### src/rtl/rsr_pkg.sv
package rsr_pkg;

  // Flag record, packed MSB first so that {flags, 1'b0} is the visible register.
  typedef struct packed {
    logic pwr;
    logic pin;
    logic wdog;
    logic badop;
    logic badadr;
    logic usb;
    logic lowv;
  } rsr_flags_t;

  localparam int unsigned REG_W = 8;

  localparam rsr_flags_t FLAGS_NONE = '{pwr: 1'b0, pin: 1'b0, wdog: 1'b0, badop: 1'b0,
                                        badadr: 1'b0, usb: 1'b0, lowv: 1'b0};
  localparam rsr_flags_t FLAGS_PWR  = '{pwr: 1'b1, pin: 1'b0, wdog: 1'b0, badop: 1'b0,
                                        badadr: 1'b0, usb: 1'b0, lowv: 1'b0};

  function automatic logic [REG_W-1:0] rsr_to_reg(input rsr_flags_t f);
    return {f, 1'b0};
  endfunction

endpackage

### src/rtl/rsr_rst_sync.sv
module rsr_rst_sync #(
  parameter int unsigned STAGES = 2
) (
  input  logic clk,
  input  logic rst_n,
  output logic rst_n_sync
);
  logic [STAGES-1:0] sync_q;

  always_ff @(posedge clk or negedge rst_n) begin
    if (!rst_n) sync_q <= '0;
    else        sync_q <= {sync_q[STAGES-2:0], 1'b1};
  end

  assign rst_n_sync = sync_q[STAGES-1];
endmodule

### src/rtl/rsr_pull_timer.sv
module rsr_pull_timer #(
  parameter int unsigned PULL_LEN   = 16,
  parameter int unsigned SAMPLE_DLY = 32
) (
  input  logic clk,
  input  logic rst_n,
  input  logic int_evt,
  output logic pull_o,
  output logic smp_fire
);
  localparam int unsigned PW = $clog2(PULL_LEN + 1);
  localparam int unsigned SW = $clog2(SAMPLE_DLY + 1);
  localparam logic [PW-1:0] PULL_LOAD = PW'(PULL_LEN);
  localparam logic [SW-1:0] SMP_LOAD  = SW'(SAMPLE_DLY);

  logic [PW-1:0] pull_q, pull_d;
  logic [SW-1:0] smp_q, smp_d;
  logic          pull_en, smp_en;

  // Next-state logic for the pull stretch and the sample window.
  always_comb begin
    pull_d  = pull_q;
    pull_en = 1'b0;
    if (int_evt) begin
      pull_d  = PULL_LOAD;
      pull_en = 1'b1;
    end else if (pull_q != '0) begin
      pull_d  = pull_q - 1'b1;
      pull_en = 1'b1;
    end

    smp_d  = smp_q;
    smp_en = 1'b0;
    if (int_evt) begin
      smp_d  = '0;
      smp_en = 1'b1;
    end else if (pull_q == PW'(1)) begin
      smp_d  = SMP_LOAD;
      smp_en = 1'b1;
    end else if (smp_q != '0) begin
      smp_d  = smp_q - 1'b1;
      smp_en = 1'b1;
    end
  end

  always_ff @(posedge clk or negedge rst_n) begin
    if (!rst_n) begin
      pull_q <= '0;
      smp_q  <= '0;
    end else begin
      if (pull_en) pull_q <= pull_d;
      if (smp_en)  smp_q  <= smp_d;
    end
  end

  assign pull_o   = (pull_q != '0);
  assign smp_fire = !int_evt && (smp_q == SW'(1));
endmodule

### src/rtl/rsr_flag_bank.sv
module rsr_flag_bank
  import rsr_pkg::*;
(
  input  logic       clk,
  input  logic       rst_n,
  input  logic       pwr_evt,
  input  rsr_flags_t set_vec,
  input  logic       clr,
  output rsr_flags_t flags_o
);
  rsr_flags_t flags_q, flags_d;
  logic       flags_en;

  always_comb begin
    flags_en = pwr_evt || clr || (set_vec != FLAGS_NONE);
    if (pwr_evt) flags_d = FLAGS_PWR;
    else         flags_d = (clr ? FLAGS_NONE : flags_q) | set_vec;
  end

  always_ff @(posedge clk or negedge rst_n) begin
    if (!rst_n)        flags_q <= FLAGS_PWR;
    else if (flags_en) flags_q <= flags_d;
  end

  assign flags_o = flags_q;
endmodule

### src/rtl/rst_cause_reg.sv
module rst_cause_reg
  import rsr_pkg::*;
#(
  parameter int unsigned PULL_LEN   = 16,
  parameter int unsigned SAMPLE_DLY = 32,
  parameter int unsigned SYNC_STG   = 2
) (
  input  logic             clk,
  input  logic             rst_n,
  input  logic             pwr_evt_i,
  input  logic             extpin_evt_i,
  input  logic             wdog_evt_i,
  input  logic             badop_evt_i,
  input  logic             badadr_evt_i,
  input  logic             usb_evt_i,
  input  logic             lowv_evt_i,
  input  logic             pin_lvl_i,
  input  logic             bus_sel_i,
  input  logic             bus_wr_i,
  output logic [REG_W-1:0] rd_data_o,
  output logic             pin_pull_o
);
  logic       rst_n_s;
  logic       int_evt;
  logic       smp_fire;
  logic       rd_clr;
  rsr_flags_t set_vec;
  rsr_flags_t flags;

  rsr_rst_sync #(.STAGES(SYNC_STG)) u_rst_sync (
    .clk        (clk),
    .rst_n      (rst_n),
    .rst_n_sync (rst_n_s)
  );

  // Every source except the external pin is internal and pulls the pin.
  assign int_evt = pwr_evt_i | wdog_evt_i | badop_evt_i | badadr_evt_i | usb_evt_i | lowv_evt_i;
  assign rd_clr  = bus_sel_i & ~bus_wr_i;

  rsr_pull_timer #(.PULL_LEN(PULL_LEN), .SAMPLE_DLY(SAMPLE_DLY)) u_pull (
    .clk      (clk),
    .rst_n    (rst_n_s),
    .int_evt  (int_evt),
    .pull_o   (pin_pull_o),
    .smp_fire (smp_fire)
  );

  always_comb begin
    set_vec        = FLAGS_NONE;
    set_vec.pin    = extpin_evt_i | (smp_fire & ~pin_lvl_i);
    set_vec.wdog   = wdog_evt_i;
    set_vec.badop  = badop_evt_i;
    set_vec.badadr = badadr_evt_i;
    set_vec.usb    = usb_evt_i;
    set_vec.lowv   = lowv_evt_i;
  end

  rsr_flag_bank u_flags (
    .clk     (clk),
    .rst_n   (rst_n_s),
    .pwr_evt (pwr_evt_i),
    .set_vec (set_vec),
    .clr     (rd_clr),
    .flags_o (flags)
  );

  assign rd_data_o = rsr_to_reg(flags);
endmodule

### config.mk
export PLATFORM = sky130hd
export DESIGN_NAME = rst_cause_reg
export DESIGN_NICKNAME = d
export VERILOG_FILES = /design/src/rtl/rsr_pkg.sv /design/src/rtl/rsr_rst_sync.sv /design/src/rtl/rsr_pull_timer.sv /design/src/rtl/rsr_flag_bank.sv /design/src/rtl/rst_cause_reg.sv
export SDC_FILE = /design/constraint.sdc
export NUM_CORES = 1
export LEC_CHECK = 0
export CAP_MARGIN = 20
export CORE_UTILIZATION = 48
export CTS_BUF_LIST = sky130_fd_sc_hd__clkbuf_16
export DETAILED_ROUTE_END_ITERATION = 10
export DONT_BUFFER_PORTS = 1
export PLACE_DENSITY = 0.66
export SYNTH_ARGS = -nofsm -noshare
export SYNTH_HDL_FRONTEND = slang
export SYNTH_SLANG_ARGS = --single-unit
### constraint.sdc
create_clock -name clk -period 2 [get_ports clk]
set_input_delay 0 -clock clk [delete_from_list [all_inputs] [get_ports clk]]
set_output_delay 0 -clock clk [all_outputs]
set_load 0.01 [all_outputs]
==> results of run 1 <==
==> registers in the layout (all words and copies together) (netlist names) <==
signal	count
u_pull.smp_q	6
u_flags.flags_o	7
u_rst_sync.sync_q	2
u_pull.pull_q	5
==> synthesized netlist by cell type, types with 2 or more instances <==
| master | instances | area (sq um) |
|---|---|---|
| nand2b_1 | 3 | 18.77 |
| dfrtp_1 | 19 | 475.5 |
| clkbuf_1 | 2 | 7.510 |
| a21o_1 | 2 | 15.01 |
| conb_1 | 2 | 7.510 |
| nand2_1 | 3 | 11.26 |
| nor3b_1 | 2 | 15.01 |
| a21oi_1 | 13 | 65.06 |
| o31ai_1 | 2 | 15.01 |
| nand3_1 | 3 | 15.01 |
| or4b_2 | 2 | 20.02 |
| inv_1 | 5 | 18.77 |
| ha_1 | 6 | 75.07 |
| nor2_1 | 10 | 37.54 |
==> critical path, cell delays in order, from the launching register on <==
cell	delay, ps
dfrtp_1	390
inv_1	120
ha_1	190
or4b_2	730
or3b_2	250
a21oi_1	50
==> cells by family (layout without fill, tap and decap cells) <==
kind of cell,count (synthesis),after routing
adder cells (fa/ha/maj),6,6
AO/OA/AOI/OAI,23,23
other,2,2
buffers and inverters,8,19
flip-flops,20,20
multiplexers,1,1
XOR/XNOR,1,1
AND/OR/NAND/NOR,33,33
==> final timing paths <==
check | startpoint | to | slack [ps] | cells past startpoint
max reg2reg | u_pull.pull_q[1] | u_pull.pull_q[3] | 150 | 5
min in group asynchronous | u_rst_sync.sync_q[1] | u_pull.smp_q[0] | 300 | 0
max | u_pull.pull_q[1] | u_pull.pull_q[3] | 150 | 5
min reg2reg | u_rst_sync.sync_q[1] | u_pull.smp_q[0] | 300 | 0
min | bus_sel_i | u_flags.flags_o[6] | 110 | 2
max in group asynchronous | u_rst_sync.sync_q[1] | u_pull.smp_q[4] | 1240 | 0
==> per-layer routing <==
metal  global-route usage  up-vias  part of all wire
met4               0.1086        0             0.032
li1                     -      354                 -
met1               0.2562      377              0.39
met5                    0        -                 0
met3              0.06923        8             0.036
met2               0.3778       15              0.54
==> per-stage QoR <==
step / utilization / setup slack [ps] / area (sq um) / cells
4_1_cts: 0.6557 / 136.0 / 1194 / 130
6_report: 0.6591 / 150.5 / 1200 / 130
2_1_floorplan: - / 233.2 / 974.7 / 94
5_1_grt: 0.6591 / 66.33 / 1200 / 130
3_5_place_dp: 0.5485 / 202.8 / 998.5 / 117
3_3_place_gp: 0.5485 / 254.6 / 998.5 / 117
==> final cells by class <==
| cell class | count | area, sq um | share of cell area |
|---|---|---|---|
| sequential | 20 | 501.7 | 0.4181 |
| multi-input combinational | 66 | 445.4 | 0.3712 |
| timing repair buffer | 10 | 97.59 | 0.08133 |
| clock buffer | 3 | 75.07 | 0.06257 |
| tap | 25 | 31.28 | 0.02607 |
| clock inverter | 1 | 30.03 | 0.02503 |
| inverter | 5 | 18.77 | 0.01564 |
==> where the power goes <==
part	internal (mW)	switching (mW)	leakage, nW
registers	0.418	0.0194	0.258
clock network	0.397	0.146	0.0511
logic	0.0225	0.0217	0.229
total	0.838	0.187	0.538
==> cell usage in the layout (no fill, tap or decap), drive strengths merged, types with 2 or more instances in the layout <==
cell,n
a21o,2
a21oi,13
clkbuf,3
conb,2
dfrtp,19
dlygate4sd3,9
ha,6
inv,5
nand2,3
nand2b,3
nand3,3
nor2,10
nor3b,2
nor4,2
o31ai,2
or4,2
or4b,2
==> what timing repair did <==
item | CTS | global route
hold endpoints to repair | 10 | 0
hold buffers | 9 | 0
gates resized for setup | 0 | 1
setup endpoints to repair | 0 | 1
==> reports/results.ini, run 1 <==
[run_status]
outcome = completed

[layout]
area_delta_synth_final_pct = 23.11
n_antenna_cell = 0
layout-drive-gt1-share = 0.1143
nNetsFinal = 124
num-fill-cells = 161

[die]
start_util = 0.5354
io_pins = 21
die_area_sq_mm = 0.002215
die_w_um = 47.06
design.core.area_sq_mm = 0.001821
die_h_um = 47.06
rows = 15

[place]
place.gp.congestion = 0.7553
hpwl_mm = 1.335
portBuffers = 0

[drt]
drt_iter0_drc = 10
routed-via-count = 754
dr.pass1.iters = 4
vias_per_cell = 5.800
drc_errors = 0
post_drt_wl_per_cell_um = 16.44
antenna_left = 0
routed_wl_mm = 2.137

[setup_path]
critical_path_class = flip-flop to flip-flop
cp-end-kind = flip-flop
startpoint_type = flip-flop
arrival_ps = 1980
cp_max_fo = 6
cp.required_ps = 2130

[global_routing]
grt_pass1_wl_mm = 3.270
grt_overflow = 0
grt_pass1_vias = 733
antenna_found_initial = 0
grt_usage = 0.2231
grt_max_degree = 19

[cts]
cts_max_level = 1
cts.sinks = 20
post_cts_buffers = 0
path_clk_slew_ps = 60
clock_path_buffers = 2
root_buffer = clkbuf_16
cts_buffers = 3
cts_tree = done
clk_latency_ps = 250

[timing]
hold_ws_ps = 109.4
min_period_ps = 1850
fin_crit_sh = 0.9248
setup_viol = 0
maxSlewHeadroom = 0.5161
max_freq_mhz = 540.7
final-hold-violation-count = 0
worst_pin_slew_ps = 725.9
skew_ps = 1.804
setup_tns_ps = 0
slew_violations = 0
rsz0062_at_grt = false

[logic_synthesis]
yosysWarningCount = 0
synth_edf_count = 0
synthAdderAreaFrac = 0.07702
synth_top_family_by_area = simple AND/OR/NAND/NOR gates
synth_xor_area_frac = 0.008986
synth_compound_area_frac = 0.1425
synth_seq_cells = 20
synth-seq-area-share = 0.5148
avgSynthCellArea_sq_um = 10.37
synthSimpleGateAreaFrac = 0.2041
synth.net_count = 112
netlist_area_sq_um = 974.7
synthArstFlopShare = 1.000
synth.distinct_cells = 34
synth_ff_type = dfrtp_1
muxShareOfSynthArea = 0.01027
synthCells = 94

[power_and_ir_drop]
peakVddDrop_mv = 0.6896
pwr_density_cell_mw_per_mm2 = 854.2
cellLeakagePower_nw = 0.5380
power.total_mw = 1.025

[job]
maxCapViolations = 0

[hold_path]
hp-class = input port to flip-flop

No activity file was read; power rests on OpenSTA's default activity.
==> inputs of run 2 (changes only) <==
- BUFFER_PORTS_ARGS: not set -> -buffer_cell sky130_fd_sc_hd__buf_2
- DONT_BUFFER_PORTS: 1 -> not set
- PLACE_DENSITY: 0.66 -> 0.75
==> reports/results.ini, run 2 (synthesis results as in run 1) <==
[layout]
instances_no_fill = 143  ; was 130
utilization = 0.6605  ; was 0.6591
final_area_sq_mm = 0.001202  ; was 0.001200 sq mm
area_delta_synth_final_pct = 23.36  ; was 23.11%
regArea_sq_um = 501.7  ; unchanged
num-fill-cells = 155  ; was 161
nNetsFinal = 137  ; was 124
largest_reg_flops = 7  ; unchanged
layout_common_cells = 19 x buf_2, 19 x dfrtp_1, 13 x a21oi_1  ; was 19 x dfrtp_1, 13 x a21oi_1, 10 x nor2_1
n_antenna_cell = 0  ; unchanged
layout-drive-gt1-share = 0.2458  ; was 0.1143
multi_input_area_sq_um = 439.2  ; was 445.4 sq um

[timing]
fin_crit_sh = 0.8933  ; was 0.9248
worst_pin_slew_ps = 711.5  ; was 725.9 ps
min_period_ps = 1787  ; was 1850 ps
rsz0062_at_grt = false  ; unchanged
setup_viol = 0  ; unchanged
final-hold-violation-count = 1  ; was 0
maxSlewHeadroom = 0.5257  ; was 0.5161
skew_ps = 2.655  ; was 1.804 ps
slew_violations = 0  ; unchanged
setup_tns_ps = 0  ; unchanged
max_freq_mhz = 559.7  ; was 540.7 MHz
hold_ws_ps = -1.224  ; was 109.4 ps

[place]
dp.cells = 136  ; was 117
hpwl_mm = 1.419  ; was 1.335 mm
portBuffers = 19  ; was 0
placed_area_sq_mm = 0.001094  ; was 998.5 sq um
place.gp.congestion = 0.8139  ; was 0.7553

[die]
die_w_um = 47.06  ; unchanged
die_h_um = 47.06  ; unchanged
die_area_sq_mm = 0.002215  ; unchanged
io_pins = 21  ; unchanged
start_util = 0.5354  ; unchanged
rows = 15  ; unchanged
design.core.area_sq_mm = 0.001821  ; unchanged

[power_and_ir_drop]
switching_share = 0.2009  ; was 0.1827
p_int_uw = 712.0  ; was 837.8 uW
pwr-share-seq = 0.484  ; was 0.427
pwr_density_cell_mw_per_mm2 = 741.0  ; was 854.2 mW/mm^2
cellLeakagePower_nw = 0.5786  ; was 0.5380 nW
p_clk_frac = 0.453  ; was 0.530
power.total_uw = 891.0  ; was 1.025 mW
switchingPower_uw = 179.0  ; was 187.2 uW
combPwrFrac = 0.063  ; was 0.043
peakVddDrop_mv = 0.6210  ; was 0.6896 mV

[drt]
antenna_left = 0  ; unchanged
dr.pass1.iters = 4  ; unchanged
routed-via-count = 792  ; was 754
drt_iter0_drc = 11  ; was 10
drc_errors = 0  ; unchanged
post_drt_wl_per_cell_um = 13.31  ; was 16.44 um
vias_per_cell = 5.538  ; was 5.800
routed_wl_mm = 1.904  ; was 2.137 mm

[cts]
post_cts_buffers = 0  ; unchanged
root_buffer = clkbuf_16  ; unchanged
hold_buffers = 3  ; was 9
cts.sinks = 20  ; unchanged
clock_path_buffers = 2  ; unchanged
path_clk_slew_ps = 50  ; was 60 ps
cts_max_level = 1  ; unchanged
cts_resized = 0  ; unchanged
cts_buffers = 3  ; unchanged
clk_latency_ps = 250  ; about the same
cts_tree = done  ; unchanged

[job]
maxCapViolations = 0  ; unchanged

[setup_path]
cp.required_ps = 2000  ; was 2130 ps
rr_endpoint = u_pull.pull_q[3]  ; unchanged
critical_path_class = flip-flop to output port  ; was flip-flop to flip-flop
arrival_ps = 1790  ; was 1980 ps
cp-end-kind = output port  ; was flip-flop
cp_slowest_cell = or4b_2  ; unchanged
worstPathCellList = inv_1 -> ha_1 -> or4b_2 -> buf_2  ; was inv_1 -> ha_1 -> or4b_2 -> or3b_2 -> a21oi_1
cp_max_fo = 6  ; unchanged
startpoint_type = flip-flop  ; unchanged
rr_worst_depth = 5  ; unchanged
r2r-start = u_pull.pull_q[0]  ; was u_pull.pull_q[1]
crit_buf_inv = 2  ; was 1
crit_family = simple AND/OR/NAND/NOR gates  ; unchanged
r2r_slack_ps = 240  ; was 150 ps
slowest_delay_ps = 680  ; was 730 ps

[run_status]
outcome = complete, but fails checks  ; was completed
violations = hold timing

[global_routing]
antenna_found_initial = 0  ; unchanged
grt_overflow = 0  ; unchanged
grt_max_degree = 19  ; unchanged
grt_usage = 0.2034  ; was 0.2231
grt_pass1_vias = 708  ; was 733
grt_pass1_wl_mm = 3.015  ; was 3.270 mm

[hold_path]
hold-path-endpoint = u_flags.flags_o[3]  ; was u_flags.flags_o[6]
hp-start = badop_evt_i  ; was bus_sel_i
hold_path_depth = 3  ; was 2
hp-class = input port to flip-flop  ; unchanged

[run 2: changes by cell type in the layout (fill, tap and decap cells not counted), sizes merged]
cell	delta
inv	+1
bufinv	-1
buf	+19
dlygate4sd3	-6
[run 2: final cells by class]
cell class,instances,share of cell area
multi-input combinational,66,0.3652
clock buffer,3,0.06244
timing repair buffer,23,0.1103
clock inverter,1,0.003122
sequential,20,0.4173
inverter,5,0.01561
tap,25,0.02601
[run 2: worst max path at each step]
stage | from | endpoint | slack (ps) | cells past startpoint
finish | u_pull.pull_q[0] | pin_pull_o | 210 | 4
global route | u_pull.pull_q[0] | pin_pull_o | 110 | 4
CTS | u_pull.pull_q[0] | pin_pull_o | 200 | 4
detailed placement | u_pull.pull_q[0] | u_pull.pull_q[3] | 240 | 5
global placement | u_pull.pull_q[0] | u_pull.pull_q[3] | 310 | 5
floorplan | u_pull.pull_q[0] | u_pull.pull_q[3] | 230 | 6
[run 2: worst min-delay path: cells and delay by family]
kind	cells	cell delay, ps
simple gates	1	80
buf+inv	1	90
compound gates	1	30
[run 2: metrics by stage]
stage	setup WS, ps	hold WS, ps
after floorplan	233.2	-295.6
after global placement	313.3	-215.8
after detailed placement	244.4	-212.7
after CTS	204.5	1.941
after global routing	114.5	20.24
final	213.4	-1.224
[run 2: per-layer routing]
metal,vias up,global-route usage,share of wire
met5,-,0,0
met4,0,0.1314,0.023
met3,6,0.05385,0.045
met2,23,0.3111,0.51
met1,383,0.2550,0.42
li1,380,-,-
[run 2: power groups by stage]
stage                     Clock [mW]  Sequential [mW]  Combinational [mW]
after CTS                      0.411            0.432              0.0569
after global routing           0.432            0.434              0.0635
after floorplan                    0            0.441              0.0228
after global placement             0            0.438              0.0503
after detailed placement           0            0.439              0.0520
final                          0.403            0.431              0.0563
==> inputs of run 3 (changes only) <==
- CTS_CLUSTER_DIAMETER: not set -> 200
- RECOVER_POWER: not set -> 100
==> reports/results.ini, run 3 (synthesis results as in run 1) <==
[run_status]
outcome = completed  ; was complete, but fails checks

[setup_path]
critical_path_class = flip-flop to output port  ; unchanged
startpoint_type = flip-flop  ; unchanged
rr_worst_depth = 5  ; unchanged
r2r-start = u_pull.pull_q[0]  ; unchanged
cp.required_ps = 2000  ; about the same
cp_max_fo = 6  ; unchanged
crit_family = simple AND/OR/NAND/NOR gates  ; unchanged
cp-end-kind = output port  ; unchanged
rr_endpoint = u_pull.pull_q[3]  ; unchanged
worstPathCellList = inv_1 -> ha_1 -> or4b_2 -> clkbuf_1  ; was inv_1 -> ha_1 -> or4b_2 -> buf_2
crit_buf_inv = 2  ; unchanged
arrival_ps = 1770  ; was 1790 ps
cp_slowest_cell = or4b_2  ; unchanged
slowest_delay_ps = 680  ; about the same
r2r_slack_ps = 240  ; about the same

[power_and_ir_drop]
cellLeakagePower_nw = 0.5498  ; was 0.5786 nW
peakVddDrop_mv = 0.6248  ; was 0.6210 mV
power.total_uw = 885.3  ; was 891.0 uW
pwr_density_cell_mw_per_mm2 = 744.0  ; was 741.0 mW/mm^2

[drt]
routed_wl_mm = 1.909  ; was 1.904 mm
drc_errors = 0  ; unchanged
vias_per_cell = 5.517  ; was 5.538
dr.pass1.iters = 4  ; unchanged
antenna_left = 0  ; unchanged
post_drt_wl_per_cell_um = 13.35  ; was 13.31 um
drt_iter0_drc = 10  ; was 11
routed-via-count = 789  ; was 792

[die]
start_util = 0.5354  ; unchanged
die_h_um = 47.06  ; unchanged
rows = 15  ; unchanged
die_area_sq_mm = 0.002215  ; unchanged
design.core.area_sq_mm = 0.001821  ; unchanged
io_pins = 21  ; unchanged
die_w_um = 47.06  ; unchanged

[timing]
setup_tns_ps = 0  ; unchanged
fin_crit_sh = 0.8863  ; was 0.8933
maxSlewHeadroom = 0.5294  ; was 0.5257
skew_ps = 3.931  ; was 2.655 ps
slew_violations = 0  ; unchanged
rsz0062_at_grt = false  ; unchanged
final-hold-violation-count = 0  ; was 1
min_period_ps = 1773  ; was 1787 ps
setup_viol = 0  ; unchanged
max_freq_mhz = 564.2  ; was 559.7 MHz
worst_pin_slew_ps = 705.9  ; was 711.5 ps

[place]
portBuffers = 19  ; unchanged
placed_area_sq_mm = 0.001094  ; unchanged
hpwl_mm = 1.419  ; unchanged
place.gp.congestion = 0.8139  ; unchanged

[cts]
cts_tree = done  ; unchanged
cts_max_level = 1  ; unchanged
clk_latency_ps = 250  ; about the same
cts.sinks = 20  ; unchanged
post_cts_buffers = 0  ; unchanged
cts_buffers = 3  ; unchanged
root_buffer = clkbuf_16  ; unchanged
clock_path_buffers = 2  ; unchanged
path_clk_slew_ps = 50  ; about the same

[global_routing]
antenna_found_initial = 0  ; unchanged
grt_overflow = 0  ; unchanged
grt_usage = 0.2034  ; unchanged
grt_pass1_vias = 708  ; unchanged
grt_max_degree = 19  ; unchanged
grt_pass1_wl_mm = 3.015  ; unchanged

[layout]
n_antenna_cell = 0  ; unchanged
nNetsFinal = 137  ; unchanged
layout_common_cells = 19 x dfrtp_1, 13 x a21oi_1, 10 x nor2_1, 10 x clkbuf_1, 9 x buf_2  ; was 19 x buf_2, 19 x dfrtp_1, 13 x a21oi_1
final_area_sq_mm = 0.001190  ; was 0.001202 sq mm
largest_reg_flops = 7  ; unchanged
layout_commonest_cell = dfrtp_1
area_delta_synth_final_pct = 22.08  ; was 23.36%
layout-drive-gt1-share = 0.1610  ; was 0.2458

[hold_path]
hp-start = badop_evt_i  ; unchanged
hold-path-endpoint = u_flags.flags_o[3]  ; unchanged
hp-class = input port to flip-flop  ; unchanged
hold_path_depth = 3  ; unchanged

[job]
maxCapViolations = 0  ; unchanged

[run 3: metrics by stage]
| step | util | setup slack (ps) | cells | hold slack [ps] |
|---|---|---|---|---|
| final | 0.6536 | 227.5 | 143 | 1.228 |
| after global routing | 0.6536 | 126.2 | 143 | 20.24 |
| after CTS | 0.6605 | 204.5 | 143 | 1.941 |
| after detailed placement | 0.6007 | 244.4 | 136 | -212.7 |
| after global placement | 0.6007 | 313.3 | 136 | -215.8 |
| after floorplan | - | 233.2 | 94 | -295.6 |
[run 3: worst max-delay path by stage]
stage	start	to	slack (ps)	depth (start not counted)
after floorplan	u_pull.pull_q[0]	u_pull.pull_q[3]	230	6
after global placement	u_pull.pull_q[0]	u_pull.pull_q[3]	310	5
after detailed placement	u_pull.pull_q[0]	u_pull.pull_q[3]	240	5
after CTS	u_pull.pull_q[0]	pin_pull_o	200	4
after global routing	u_pull.pull_q[0]	pin_pull_o	130	4
final	u_pull.pull_q[0]	pin_pull_o	230	4
[run 3: what timing repair did]
item / 4_1_cts / 5_1_grt
gates resized for setup: 0 / 0
hold endpoints to repair: 4 / 0
hold buffers: 3 / 0
[run 3: tightest hold or removal path, stage by stage]
cell and delay [ps]:
buf_2 90, a21oi_1 40, nor2_1 80
[run 3: layout make-up]
class,instances,area [sq um]
fillers,158,630.6
inverters,5,18.77
repair buffers,23,120.1
well taps,25,31.28
clock inverters,1,3.754
clock buffers,3,75.07
flip-flops and latches,20,501.7
multi-input cells,66,439.2
[run 3: per-layer routing]
layer  GRT usage  up-vias  share of wire
li1            -      379              -
met1      0.2550      382           0.43
met2      0.3111       22           0.51
met3     0.05385        6          0.038
met4      0.1314        0          0.023
met5           0        -              0
[run 3: where the power goes]
| part | internal [mW] | switching (mW) | leakage (nW) |
|---|---|---|---|
| sequential | 0.419 | 0.0132 | 0.258 |
| clock | 0.266 | 0.134 | 0.0423 |
| combinational | 0.0245 | 0.0288 | 0.250 |
